**config.mk**
```make
export PLATFORM = sky130hd
export DESIGN_NAME = swflow_ctrl
export DESIGN_NICKNAME = d
export VERILOG_FILES = /design/src/rtl/swfc_pkg.sv /design/src/rtl/swfc_char_regs.sv /design/src/rtl/swfc_rx_match.sv /design/src/rtl/swfc_tx_inject.sv /design/src/rtl/swflow_ctrl.sv
export SDC_FILE = /design/constraint.sdc
export NUM_CORES = 1
export LEC_CHECK = 0
export BUFFER_PORTS_ARGS = -buffer_cell sky130_fd_sc_hd__buf_2
export CORE_MARGIN = 5
export CORE_UTILIZATION = 50
export CTS_BUF_LIST = sky130_fd_sc_hd__clkbuf_4
export CTS_CLUSTER_DIAMETER = 50
export DETAILED_ROUTE_END_ITERATION = 6
export GPL_TIMING_DRIVEN = 0
export HOLD_SLACK_MARGIN = 0.15
export PLACE_DENSITY = 0.73
export SKIP_CTS_REPAIR_TIMING = 1
export SLEW_MARGIN = 20
export SYNTH_ARGS = -nofsm -noshare
export SYNTH_HDL_FRONTEND = slang
export SYNTH_SLANG_ARGS = --single-unit
```
**constraint.sdc**
```tcl
create_clock -name clk -period 6.15 [get_ports clk]
set_clock_uncertainty 0.1 [all_clocks]
set_input_delay 0.615 -clock clk [delete_from_list [all_inputs] [get_ports clk]]
set_output_delay 0.615 -clock clk [all_outputs]
set_load 0.05 [all_outputs]
```
**src/rtl/swfc_pkg.sv**
```systemverilog
package swfc_pkg;
  localparam int CHAR_W = 8;

  typedef enum logic [1:0] {
    SEL_GO1   = 2'd0,
    SEL_GO2   = 2'd1,
    SEL_STOP1 = 2'd2,
    SEL_STOP2 = 2'd3
  } char_sel_e;

  typedef struct packed {
    logic [CHAR_W-1:0] go1;
    logic [CHAR_W-1:0] go2;
    logic [CHAR_W-1:0] stop1;
    logic [CHAR_W-1:0] stop2;
  } fc_chars_t;
endpackage

```
**src/rtl/swfc_char_regs.sv**
```systemverilog
module swfc_char_regs
  import swfc_pkg::*;
(
  input  logic              clk,
  input  logic              rst,
  input  logic              we,
  input  logic [1:0]        sel,
  input  logic [CHAR_W-1:0] wdata,
  output fc_chars_t         chars
);
  localparam int NREG = 4;

  logic [CHAR_W-1:0] regs [NREG];

  for (genvar i = 0; i < NREG; i++) begin : g_reg
    always_ff @(posedge clk) begin
      if (rst)
        regs[i] <= '0;
      else if (we && (sel == i[1:0]))
        regs[i] <= wdata;
    end
  end

  assign chars.go1   = regs[SEL_GO1];
  assign chars.go2   = regs[SEL_GO2];
  assign chars.stop1 = regs[SEL_STOP1];
  assign chars.stop2 = regs[SEL_STOP2];
endmodule

```
**src/rtl/swfc_rx_match.sv**
```systemverilog
module swfc_rx_match
  import swfc_pkg::*;
(
  input  logic              clk,
  input  logic              rst,
  input  logic              fc_en,
  input  logic              two_byte,
  input  logic              any_resume,
  input  logic              irq_en_a,
  input  logic              irq_en_b,
  input  logic              rx_valid,
  input  logic [CHAR_W-1:0] rx_byte,
  input  logic              tx_busy,
  input  fc_chars_t         chars,
  output logic              tx_pause,
  output logic              rx_drop,
  output logic              xoff_flag
);
  logic paused;
  logic half;
  logic do_pause, do_resume, drop_now, half_nxt, paused_nxt;
  logic hit_go1;

  always_comb begin
    do_pause  = 1'b0;
    do_resume = 1'b0;
    drop_now  = 1'b0;
    half_nxt  = half;
    hit_go1   = (rx_byte == chars.go1);
    if (rx_valid && fc_en) begin
      if (!paused) begin
        if (!two_byte) begin
          if (rx_byte == chars.stop1) begin
            do_pause = 1'b1;
            drop_now = 1'b1;
          end
        end else if (!half) begin
          half_nxt = (rx_byte == chars.stop1);
        end else begin
          half_nxt = 1'b0;
          do_pause = (rx_byte == chars.stop2);
        end
      end else begin
        if (!two_byte) begin
          drop_now  = hit_go1;
          do_resume = hit_go1 || any_resume;
        end else if (any_resume) begin
          do_resume = 1'b1;
          half_nxt  = 1'b0;
        end else if (!half) begin
          half_nxt = hit_go1;
        end else begin
          half_nxt  = 1'b0;
          do_resume = (rx_byte == chars.go2);
        end
      end
    end
    if (!two_byte || !fc_en)
      half_nxt = 1'b0;
    paused_nxt = fc_en && (do_pause || (paused && !do_resume));
  end

  always_ff @(posedge clk) begin
    if (rst) begin
      paused    <= 1'b0;
      half      <= 1'b0;
      tx_pause  <= 1'b0;
      rx_drop   <= 1'b0;
      xoff_flag <= 1'b0;
    end else begin
      paused   <= paused_nxt;
      half     <= half_nxt;
      tx_pause <= paused_nxt && (tx_pause || !tx_busy);
      rx_drop  <= drop_now;
      if (!fc_en || do_resume)
        xoff_flag <= 1'b0;
      else if (do_pause && irq_en_a && irq_en_b)
        xoff_flag <= 1'b1;
    end
  end
endmodule

```
**src/rtl/swfc_tx_inject.sv**
```systemverilog
module swfc_tx_inject
  import swfc_pkg::*;
#(
  parameter int CNT_W = 7,
  parameter int LVL0  = 8,
  parameter int LVL1  = 16,
  parameter int LVL2  = 56,
  parameter int LVL3  = 60
) (
  input  logic              clk,
  input  logic              rst,
  input  logic              fc_en,
  input  logic              two_byte,
  input  logic [1:0]        trig_sel,
  input  logic [CNT_W-1:0]  rx_count,
  input  logic              tx_load,
  input  fc_chars_t         chars,
  output logic              inj_req,
  output logic [CHAR_W-1:0] inj_byte
);
  logic [CNT_W-1:0] hi_lvl, lo_lvl;
  logic sent_stop, second, kind_stop;
  logic want_stop, want_go;

  always_comb begin
    case (trig_sel)
      2'd0:    begin hi_lvl = CNT_W'(LVL0); lo_lvl = '0;           end
      2'd1:    begin hi_lvl = CNT_W'(LVL1); lo_lvl = CNT_W'(LVL0); end
      2'd2:    begin hi_lvl = CNT_W'(LVL2); lo_lvl = CNT_W'(LVL1); end
      default: begin hi_lvl = CNT_W'(LVL3); lo_lvl = CNT_W'(LVL2); end
    endcase
    want_stop = fc_en && !sent_stop && (rx_count > hi_lvl);
    want_go   = sent_stop && (!fc_en || (rx_count <= lo_lvl));
  end

  always_ff @(posedge clk) begin
    if (rst) begin
      inj_req   <= 1'b0;
      inj_byte  <= '0;
      sent_stop <= 1'b0;
      second    <= 1'b0;
      kind_stop <= 1'b0;
    end else if (inj_req) begin
      if (tx_load) begin
        if (two_byte && !second) begin
          second   <= 1'b1;
          inj_byte <= kind_stop ? chars.stop2 : chars.go2;
        end else begin
          inj_req <= 1'b0;
          second  <= 1'b0;
        end
      end
    end else if (want_stop) begin
      inj_req   <= 1'b1;
      kind_stop <= 1'b1;
      sent_stop <= 1'b1;
      inj_byte  <= chars.stop1;
    end else if (want_go) begin
      inj_req   <= 1'b1;
      kind_stop <= 1'b0;
      sent_stop <= 1'b0;
      inj_byte  <= chars.go1;
    end
  end
endmodule

```
**src/rtl/swflow_ctrl.sv**
```systemverilog
module swflow_ctrl
  import swfc_pkg::*;
#(
  parameter int CNT_W = 7,
  parameter int LVL0  = 8,
  parameter int LVL1  = 16,
  parameter int LVL2  = 56,
  parameter int LVL3  = 60
) (
  input  logic             clk,
  input  logic             rst,
  input  logic             fc_en,
  input  logic             two_byte,
  input  logic             any_resume,
  input  logic             xoff_irq_en,
  input  logic             modem_irq_en,
  input  logic             cfg_we,
  input  logic [1:0]       cfg_sel,
  input  logic [7:0]       cfg_data,
  input  logic [1:0]       trig_sel,
  input  logic             rx_valid,
  input  logic [7:0]       rx_byte,
  input  logic [CNT_W-1:0] rx_count,
  input  logic             tx_busy,
  input  logic             tx_load,
  output logic             tx_pause,
  output logic             inj_req,
  output logic [7:0]       inj_byte,
  output logic             rx_drop,
  output logic             xoff_flag
);
  fc_chars_t chars;

  swfc_char_regs u_regs (
    .clk   (clk),
    .rst   (rst),
    .we    (cfg_we),
    .sel   (cfg_sel),
    .wdata (cfg_data),
    .chars (chars)
  );

  swfc_rx_match u_match (
    .clk        (clk),
    .rst        (rst),
    .fc_en      (fc_en),
    .two_byte   (two_byte),
    .any_resume (any_resume),
    .irq_en_a   (xoff_irq_en),
    .irq_en_b   (modem_irq_en),
    .rx_valid   (rx_valid),
    .rx_byte    (rx_byte),
    .tx_busy    (tx_busy),
    .chars      (chars),
    .tx_pause   (tx_pause),
    .rx_drop    (rx_drop),
    .xoff_flag  (xoff_flag)
  );

  swfc_tx_inject #(
    .CNT_W (CNT_W),
    .LVL0  (LVL0),
    .LVL1  (LVL1),
    .LVL2  (LVL2),
    .LVL3  (LVL3)
  ) u_inject (
    .clk      (clk),
    .rst      (rst),
    .fc_en    (fc_en),
    .two_byte (two_byte),
    .trig_sel (trig_sel),
    .rx_count (rx_count),
    .tx_load  (tx_load),
    .chars    (chars),
    .inj_req  (inj_req),
    .inj_byte (inj_byte)
  );
endmodule

```
== Word-level counts from Yosys, hierarchy flattened ==
Memories as Yosys holds them, arrays and structs flattened.
Index checks and enable logic that the tools add are counted.

* Word-level logic and storage cells: 118
* Register bits after elaboration: 16
* Memories kept: 1
* Output and inout port bits: 12
* RAM bits: 32

{| class="wikitable"
|+ Memory list
! memory !! words !! bits a word !! rd ports !! clocked after Yosys merged registers in !! wr ports !! RTL line !! source
|-
| u_regs.regs || 4 || 8 || 4 || 0 || 4 || swfc_char_regs.sv:13 || <nowiki>logic [CHAR_W-1:0] regs [NREG];</nowiki>
|}

* Multiplexer cells: 52
* Eq/ne operators: 11
* Bitwise gates (word level): 6
* Order comparisons: 2
* Reductions and logical operators: 37

{| class="wikitable"
|+ Operator list
! cell !! count
|-
| $mux 8 || 10
|-
| $mux 1 || 40
|-
| $pmux 6 s3 || 2
|-
| $eq 8x8->1 || 4
|-
| $logic_and 1x1->1 || 14
|-
| $gt 7x6->1 || 1
|-
| $le 7x6->1 || 1
|-
| $eq 2x2->1 const B || 3
|-
| $logic_not 1->1 || 6
|-
| $logic_or 1x1->1 || 6
|-
| $reduce_and 2->1 || 3
|-
| $reduce_or 2->1 || 3
|-
| $eq 2x1->1 const B || 2
|-
| $logic_not 2->1 || 2
|-
| $ne 2x2->1 const B || 2
|-
| $or 1x1->1 || 4
|-
| $reduce_and 3->1 || 1
|-
| $reduce_bool 3->1 || 1
|-
| $not 1->1 || 2
|-
| $reduce_bool 2->1 || 1
|}

== Logic depth before layout (Yosys ltp) ==
Gate-level depths: netlist of run 1.
An unclocked memory read counts as a cell.

* Depth in word-level cells: 12
* Gate-level depth with buffers: 9

== Hierarchy ==
Synthesis of run 1 repeated with hierarchy kept, for this count alone.

* Cells, all modules: 284
* Area, all modules: 2802.7 um^2

{| class="wikitable"
|+ By module, submodules not included
! module !! sequential area each (um^2) !! times used !! cells each !! area each (um^2)
|-
| swfc_char_regs || 960.9 || 1 || 86 || 1252.5
|-
| swfc_tx_inject || 220.2 || 1 || 122 || 947.2
|-
| swfc_rx_match || 100.1 || 1 || 76 || 603.1
|}

== Worst setup path after synthesis of run 1 ==
No wires, ideal clock.

* Path kind: input port to flip-flop
* From: input trig_sel[1]
* To: register u_inject.inj_byte[0]
* Setup time: 0.117 ns
* Setup slack: 3.691 ns
* Path buffers: 1
* Data arrival time: 2.242 ns
* Cell stages on the path: 9
* Path through: inv_1 -> ha_1 -> nor2b_1 -> o21a_1 -> o311a_1 -> o31a_1 -> and3b_1 -> buf_6 -> a32o_1

* Cells in the longest elaborated chain, start to end: 7

{| class="wikitable"
|+ RTL lines
! item !! RTL line !! source
|-
| start, declared || swflow_ctrl.sv:20 || <nowiki>input logic [1:0] trig_sel,</nowiki>
|-
| $eq 2x2->1, or another cell as far along || swfc_tx_inject.sv:26 || <nowiki>case (trig_sel)</nowiki>
|-
| $pmux 6 s3 || swfc_tx_inject.sv:26 ||
|-
| $le 7x6->1 || swfc_tx_inject.sv:33 || <nowiki>want_go = sent_stop && (!fc_en || (rx_count <= lo_lvl));</nowiki>
|-
| $logic_or 1x1->1 || swfc_tx_inject.sv:33 ||
|-
| $logic_and 1x1->1 || swfc_tx_inject.sv:33 ||
|-
| $reduce_bool 3->1 (no line) || - ||
|-
| $reduce_and 3->1 (no line) || - ||
|-
| end signal, assigned || swfc_tx_inject.sv:47 || <nowiki>inj_byte <= kind_stop ? chars.stop2 : chars.go2;</nowiki>
|-
| end signal, assigned || swfc_tx_inject.sv:57 || <nowiki>inj_byte <= chars.stop1;</nowiki>
|-
| end signal, assigned || swfc_tx_inject.sv:62 || <nowiki>inj_byte <= chars.go1;</nowiki>
|-
| end, declared || swfc_tx_inject.sv:19 || <nowiki>output logic [CHAR_W-1:0] inj_byte</nowiki>
|}

Several ways; a longest one is shown, not always the timed one.
A chain may end at the register's enable or synchronous reset.

== Final worst setup path of run 1 ==
* From: input trig_sel[1]
* To: register u_inject.inj_byte[7]

Same word-level chain as after synthesis.

==> reports/metrics.cfg, run 1 <==
[yosys]
ys.flop_type=edfxtp_1
yosysWarnings=0
syn-instance-count=258
synthArstFlopShare_pct=0
synth-edff-count=32
ys_ff_latch=48
synth_area_per_cell_sq_um=10.96
yosysSeqAreaShare_pct=45.33
syn_nets=302
yosysUniqueCellTypes=50
synth_area_sq_mm=0.002826

[clock_tree]
cts-buffers-inserted=5
clock-sinks=48
cts.reportedPaths.clkPinSlew_ns=0.14
cts.htree.levels=2
cts_tree=built
ctsRootBufferMaster=clkbuf_4
clock_path_buffers=2
worstSkewPairLatency_ns=0.36

[final_layout]
final_cells=385
layout_commonest_cell=buf_2
most-common-layout-cells=buf_2 (50), and2_1 (32), edfxtp_1 (32), xor2_1 (17), dfxtp_1 (16)
largest_reg_flops=32
drive_gt1_share_pct=25.88
area_growth_pct=13.46
top_regs=u_regs.regs x32, u_inject.inj_byte x8
nets=356
largest-register=u_regs.regs
antenna-diode-count=0

[setup_path]
timing.rr.start=u_inject.kind_stop
crit_end=u_inject.inj_byte[7]
crit_arrival_ns=2.57
worst-setup-path-type=in -> reg
cp.required_ns=6.37
worstSetupStartpointType=input port
r2r.worst_path.cells=7
r2r-end=u_inject.inj_byte[7]
end_kind=flop
r2r_slack_ns=4.20
critical_path.startpoint=trig_sel[1]
cp_max_fo=8

[global_route]
grt_pass1_vias=2165
overflow=0
grt_pass1_wl_um=10430
antenna_found_initial=0
grt_max_degree=16
grt.total_usage_pct=18.38

[drt]
routed_via_density=5.439
drt_wl_total_um=6248
drt-wirelength-per-cell_um=16.23
dr.pass1.iters=6
vias=2094
drc=0
ant_nets=0
drt_iter0_drc=78

[timing]
relSlewSlack_pct=44.99
setup_violations=0
fmax_mhz=426.0
drv_slew=0
tightestPinTransition_ns=0.8189
tns_ns=0
hold_viol=0
rsz0062_at_grt=false
period_share_pct=38.17
final.min_clock_period_ns=2.347

[power_and_ir_drop]
p_leak_nw=1.266
irDropWorstVdd_uv=108.1
power.density_mw_per_mm2=223.5

[run]
maxCapViolations=0

[min_path]
min_path_type=in -> reg
whs_path_depth=2

[floorplan]
std_cell_rows=27
coreArea_sq_mm=0.005507
start_util_pct=51.33
io_pins=50
die-width_um=85.19
fp.dieArea_sq_mm=0.007256
fp.dieH_um=85.19

[placement]
dp_cells=377
portBuffers=47
dp_hpwl_um=4966
gp_congestion=0.8961

[run_status]
outcome=finished clean

## worst min path at each step
| stage | startpoint | endpoint | slack, ns |
|---|---|---|---|
| 5_1_grt | two_byte | u_match.rx_drop | 0.34 |
| 6_report | two_byte | u_match.rx_drop | 0.35 |
| 4_1_cts | two_byte | u_match.rx_drop | 0.34 |
| 3_5_place_dp | u_inject.inj_byte[6] | u_inject.inj_byte[6] | 0.36 |
| 3_3_place_gp | u_inject.inj_byte[2] | u_inject.inj_byte[2] | 0.35 |
| 2_1_floorplan | u_inject.second | u_inject.second | 0.34 |
## final cells by class
class	count	area [sq um]
Multi-Input combinational cell	187	1431
Fill cell	493	2300
Timing Repair Buffer	47	235.2
Buffer	9	61.31
Inverter	14	52.55
Sequential cell	48	1281
Clock inverter	3	17.52
Tap cell	72	90.09
Clock buffer	5	37.54
## cell families (layout without fill, tap and decap cells)
| family | after synthesis | in the layout | share of synthesized area [%] |
|---|---|---|---|
| mux | 8 | 8 | 2.833 |
| simple gates | 91 | 91 | 19.26 |
| buf+inv | 23 | 78 | 4.028 |
| xor+xnor | 32 | 32 | 9.916 |
| compound gates | 50 | 50 | 15.98 |
| fa+ha+maj | 6 | 6 | 2.656 |
| flops | 48 | 48 | 45.33 |
## cell usage after synthesis (all sizes together), types with 6 or more instances
cell / n / share of area [%]
o21ai: 10 / 2.8
a32o: 8 / 2.8
and2: 33 / 7.4
nand2: 16 / 2.2
edfxtp: 32 / 34
xor2: 17 / 5.3
dfxtp: 16 / 11
inv: 14 / 1.9
xnor2: 15 / 4.6
nor2: 11 / 1.5
mux2i: 8 / 2.8
a31oi: 8 / 1.8
a21oi: 7 / 1.8
ha: 6 / 2.7
## report_power, final
| group | switching, mW | internal (mW) | total (mW) | leakage [nW] |
|---|---|---|---|---|
| logic | 0.110 | 0.0711 | 0.181 | 0.792 |
| clock network | 0.104 | 0.0440 | 0.148 | 0.0292 |
| registers | 0.0184 | 0.370 | 0.388 | 0.445 |
| total | 0.232 | 0.485 | 0.717 | 1.27 |
## per-layer routing
| layer | global-route usage [%] | part of all wire, % | vias up |
|---|---|---|---|
| met1 | 22.70 | 43 | 985 |
| met5 | 0 | 0 | - |
| met4 | 6.763 | 1.6 | 0 |
| met2 | 31.29 | 50 | 60 |
| met3 | 4.175 | 5.3 | 6 |
| li1 | - | - | 1043 |
## per-stage QoR
step           util, %  total power, mW  hold slack, ns  area, sq um  setup slack, ns
6_report         58.24           0.7168          0.3486         3207            3.803
3_5_place_dp     57.24           0.5767          0.3578         3152            3.396
2_1_floorplan        -           0.5214          0.3367         2826            3.691
5_1_grt          58.24           0.7545          0.3358         3207            3.704
3_3_place_gp     57.24           0.5714          0.3496         3152            3.415
4_1_cts          58.24           0.7243          0.3351         3207            3.805
## worst max-delay path, stage by stage
cell and delay (ns):
buf_2 0.13, inv_1 0.07, ha_1 0.29, nor2b_1 0.13, o21a_1 0.16, o311a_1 0.31, o31a_1 0.27, a21oi_2 0.36
a32o_1 0.22
Note: power is estimated with default switching activity, not from simulation.
==> inputs of run 2 (changes only) <==
Clock period 6.15 ns to 2.35 ns, I/O delays scaled along.
==> run 2 against run 1 <==
Compared with the run above: die area stayed put; clock-buffer cell count unchanged; non-clock buffer count is 12 higher; first-iteration DRC count rose by 27%; clock power grew to 2.6 times the previous value; cell count rose by 3.1%; largest power group unchanged.
==> reports/metrics.cfg, run 2 (synthesis gave the netlist of run 1 again) <==
[run_status]
outcome=finished clean

[global_route]
overflow=0
grt_max_degree=16
grt_pass1_vias=2165
grt_pass1_wl_um=10430
grt.total_usage_pct=18.38
antenna_found_initial=0

[timing]
drv_slew=0
setup_violations=0
fin_ws_ns=0.3799
fmax_mhz=507.6
relSlewSlack_pct=44.22
period_share_pct=83.83
hold_slack_ns=0.1205
rsz0062_at_grt=false
tightestPinTransition_ns=0.8302
tns_ns=0
hold_viol=0
final.min_clock_period_ns=1.970

[clock_tree]
worstSkewPairLatency_ns=0.36
cts-buffers-inserted=5
clock-sinks=48
cts.reportedPaths.clkPinSlew_ns=0.14
clock_path_buffers=2
cts_tree=built
ctsRootBufferMaster=clkbuf_4
cts.htree.levels=2

[power_and_ir_drop]
p_comb_share_pct=25.8
pwr-share-seq_pct=53.7
p_leak_nw=1.316
p_clk_share_pct=20.5
intPower_mw=1.282
power.density_mw_per_mm2=568.6
switching_share_pct=32.22
netSwitchingPower_uw=609.6
irDropWorstVdd_uv=283.2

[setup_path]
timing.rr.start=u_inject.kind_stop
critical_path.startpoint=trig_sel[1]
worstSetupStartpointType=input port
crit_family=compound AO/OA/AOI/OAI gates
cp_max_fo=8
cp.required_ns=2.57
critical-path-slowest-cell=a21oi_2
worst-setup-path-type=in -> reg
end_kind=flop
critPathBufInv=2
crit_chain=buf_2, inv_1, ha_1, nor2b_1, o21a_1, o311a_1, o31a_1, a21oi_2, a32o_1
critPathMaxStageDelay_ns=0.36
crit_arrival_ns=2.19

[floorplan]
start_util_pct=51.33
std_cell_rows=27
die-width_um=85.19
coreArea_sq_mm=0.005507
fp.dieArea_sq_mm=0.007256
fp.dieH_um=85.19
io_pins=50

[final_layout]
area_growth_pct=17.71
largest_reg_flops=32
largest-register=u_regs.regs
antenna-diode-count=0
layout_commonest_cell=buf_2
drive_gt1_share_pct=24.92
final_cells=397
nets=368
most-common-layout-cells=buf_2 (50), and2_1 (32), edfxtp_1 (32), xor2_1 (17), dfxtp_1 (16)
top_regs=u_regs.regs x32, u_inject.inj_byte x8

[drt]
drt-wirelength-per-cell_um=15.94
drc=0
dr.pass1.iters=4
vias=2127
drt_iter0_drc=99
drt_wl_total_um=6328
routed_via_density=5.358
ant_nets=0

[run]
maxCapViolations=0

[placement]
gp_congestion=0.8961
preCtsSetupSlack_ns=-0.02376
dp_hpwl_um=4966
dp_cells=377
portBuffers=47

[min_path]
min_path_type=in -> reg
worstHoldStart=xoff_irq_en

run 2: cell types whose count changed in the layout (fill, tap and decap cells not counted):
cell / before / now
dlygate4sd3_1: 0 / 12
run 2: metal layers:
layer | track usage (%) | share of wire [%] | up-vias
met5 | 0 | 0 | -
met4 | 6.763 | 1.7 | 0
met3 | 4.175 | 5.4 | 8
met2 | 31.29 | 49 | 61
met1 | 22.70 | 44 | 994
li1 | - | - | 1064
run 2: final timing paths:
| path | endpoint | slack, ns | cells past startpoint |
|---|---|---|---|
| worst max register to register | u_inject.inj_byte[7] | 0.40 | 7 |
| worst min-delay path | u_match.xoff_flag | 0.12 | 5 |
| worst max-delay path | u_inject.inj_byte[7] | 0.38 | 9 |
| worst min register to register | u_inject.second | 0.38 | 2 |
run 2: worst register-to-register path, stage by stage, from the launching register on:
cell and delay, ns:
dfxtp_1 0.32, buf_2 0.20, inv_1 0.15, o311ai_4 0.12, a21oi_4 0.30, nand3b_4 0.12
a21oi_2 0.37, a32o_1 0.22
run 2: power by group through the flow:
stage | sequential [mW] | combinational (mW) | clock, mW
floorplan | 1.09 | 0.271 | 0
global placement | 1.03 | 0.463 | 0
detailed placement | 1.04 | 0.474 | 0
CTS | 1.02 | 0.476 | 0.404
global route | 1.02 | 0.532 | 0.436
finish | 1.02 | 0.488 | 0.388
run 2: final cells by class:
class / count / area (sq um)
multi-input combinational: 187 / 1431
fill: 484 / 2180
timing repair buffer: 59 / 355.3
clock buffer: 5 / 37.54
sequential: 48 / 1281
clock inverter: 3 / 17.52
inverter: 14 / 52.55
buffer: 9 / 61.31
tap: 72 / 90.09
run 2: metrics by stage:
step	area (sq um)	utilization, %	power, mW
floorplan	2826	-	1.364
global placement	3152	57.24	1.495
detailed placement	3152	57.24	1.509
CTS	3207	58.24	1.896
global route	3327	60.42	1.991
finish	3327	60.42	1.892
==> inputs of run 3 (changes only) <==
Settings changed: PLACE_DENSITY 0.73 to 0.75.
Clock period 2.35 ns to 1.8 ns, I/O delays scaled along.
==> run 3 against run 2 <==
Compared with the run above: sequential share of layout area down 3.8 points; critical endpoint is now u_inject.inj_byte[4]; highest routed layer unchanged; design area up 11%; clock power up 27%; the flow now finishes with violations (negative setup slack); worst hold slack better by 0.024 ns; critical path depth unchanged; cell count up 4.3%.
==> reports/metrics.cfg, run 3 (synthesis gave the netlist of run 1 again) <==
[floorplan]
std_cell_rows=27
coreArea_sq_mm=0.005507
die-width_um=85.19
fp.dieH_um=85.19
io_pins=50
fp.dieArea_sq_mm=0.007256
start_util_pct=51.33

[setup_path]
r2r_slack_ns=-0.02
end_kind=flop
worst-setup-path-type=in -> reg
crit_arrival_ns=2.04
r2r-end=u_inject.inj_byte[6]
cp.required_ns=1.96
timing.rr.start=u_inject.kind_stop
cp_max_fo=5
worstSetupStartpointType=input port
r2r.worst_path.cells=8

[global_route]
overflow=0
antenna_found_initial=0
grt_pass1_wl_um=10260
grt.total_usage_pct=18.05
grt_max_degree=16
grt_pass1_vias=2165

[timing]
hold_slack_ns=0.1450
fmax_mhz=531.2
tightestPinTransition_ns=0.8509
period_share_pct=104.6
hold_viol=0
rsz0062_at_grt=true
setup_violations=9
final.min_clock_period_ns=1.883
drv_slew=0
fin_ws_ns=-0.08261
relSlewSlack_pct=42.84

[power_and_ir_drop]
power.density_mw_per_mm2=695.1
switching_share_pct=32.42
p_comb_share_pct=29.2
p_total_mw=2.569
irDropWorstVdd_uv=448.7
p_clk_share_pct=19.1
p_leak_nw=1.418
intPower_mw=1.736
netSwitchingPower_uw=832.9
pwr-share-seq_pct=51.7

[drt]
ant_nets=0
drt_wl_total_um=6871
drc=0
dr.pass1.iters=4
routed_via_density=5.428
drt_iter0_drc=77
drt-wirelength-per-cell_um=16.60
vias=2247

[clock_tree]
clock_path_buffers=2
cts_tree=built
cts.htree.levels=2
ctsRootBufferMaster=clkbuf_4
worstSkewPairLatency_ns=0.36
cts.reportedPaths.clkPinSlew_ns=0.14
clock-sinks=48
cts-buffers-inserted=5

[final_layout]
largest-register=u_regs.regs
most-common-layout-cells=buf_2 (47), and2_1 (32), edfxtp_1 (32), xor2_1 (17), dlygate4sd3_1 (17)
largest_reg_flops=32
area_growth_pct=30.77
design_area_sq_mm=0.003696
antenna-diode-count=0
layout_commonest_cell=buf_2
top_regs=u_regs.regs x32, u_inject.inj_byte x8
drive_gt1_share_pct=34.21
nets=385

[run_status]
outcome=finished, violations left
violations=negative setup slack

[placement]
dp_hpwl_um=5069
gp_congestion=0.9264
post_dp_cell_area_sq_mm=0.003203
portBuffers=47

[min_path]
min_path_type=in -> reg
hold_end=u_match.xoff_flag
whs_path_depth=4
worstHoldStart=two_byte

[run]
maxCapViolations=0

run 3: cell types whose count changed in the layout (fill, tap and decap cells not counted), sizes merged:
cell,before,now
a21oi,7,8
and2,33,34
buf,52,61
clkinv,1,2
dlygate4sd3,12,17
inv,15,14
o21bai,1,2
run 3: how the worst max path moves through the flow:
stage,from,endpoint,slack [ns]
finish,trig_sel[0],u_inject.inj_byte[4],-0.08
global route,u_inject.kind_stop,u_inject.inj_byte[5],-0.1
CTS,u_inject.kind_stop,u_inject.inj_byte[6],-0.19
detailed placement,trig_sel[1],u_inject.inj_byte[6],-0.51
global placement,trig_sel[1],u_inject.inj_byte[6],-0.47
floorplan,rx_count[4],u_inject.inj_byte[7],-0.14
run 3: worst max-delay path, cell delays in order:
cell and delay [ns]:
buf_6 0.11, nor2b_2 0.17, ha_4 0.15, a21o_1 0.21, a211oi_2 0.44, a21oi_2 0.20
a31oi_1 0.27, o21ai_2 0.08, a32o_1 0.24
run 3: metal layers:
layer	global-route usage, %	vias up	part of all wire (%)
met3	3.883	10	6.0
met5	0	-	0
met2	33.55	75	53
met4	4.460	0	1.9
met1	20.90	1048	39
li1	-	1114	-
run 3: through the flow:
| stage | TNS [ns] | cells | setup WS [ns] | util, % |
|---|---|---|---|---|
| after floorplan | -1.168 | 258 | -0.1351 | - |
| after global placement | -4.681 | 377 | -0.4697 | 58.17 |
| after detailed placement | -7.300 | 377 | -0.5126 | 58.17 |
| after CTS | -1.808 | 385 | -0.1941 | 59.17 |
| after global routing | -0.7729 | 414 | -0.09683 | 67.12 |
| final | -0.5147 | 414 | -0.08261 | 67.12 |
run 3: cell type report:
class	instances	area, sq um
Sequential cell	48	1282
Inverter	14	72.57
Clock inverter	3	17.52
Multi-Input combinational cell	190	1642
Buffer	8	57.56
Tap cell	72	90.09
Fill cell	413	1810
Clock buffer	5	37.54
Timing Repair Buffer	74	496.7
run 3: power by group through the flow:
stage               combinational (mW)  sequential [mW]  clock (mW)
global route                     0.806             1.34       0.554
floorplan                        0.363             1.43           0
global placement                 0.619             1.35           0
CTS                              0.636             1.32       0.513
detailed placement               0.634             1.35           0
finish                           0.749             1.33       0.492
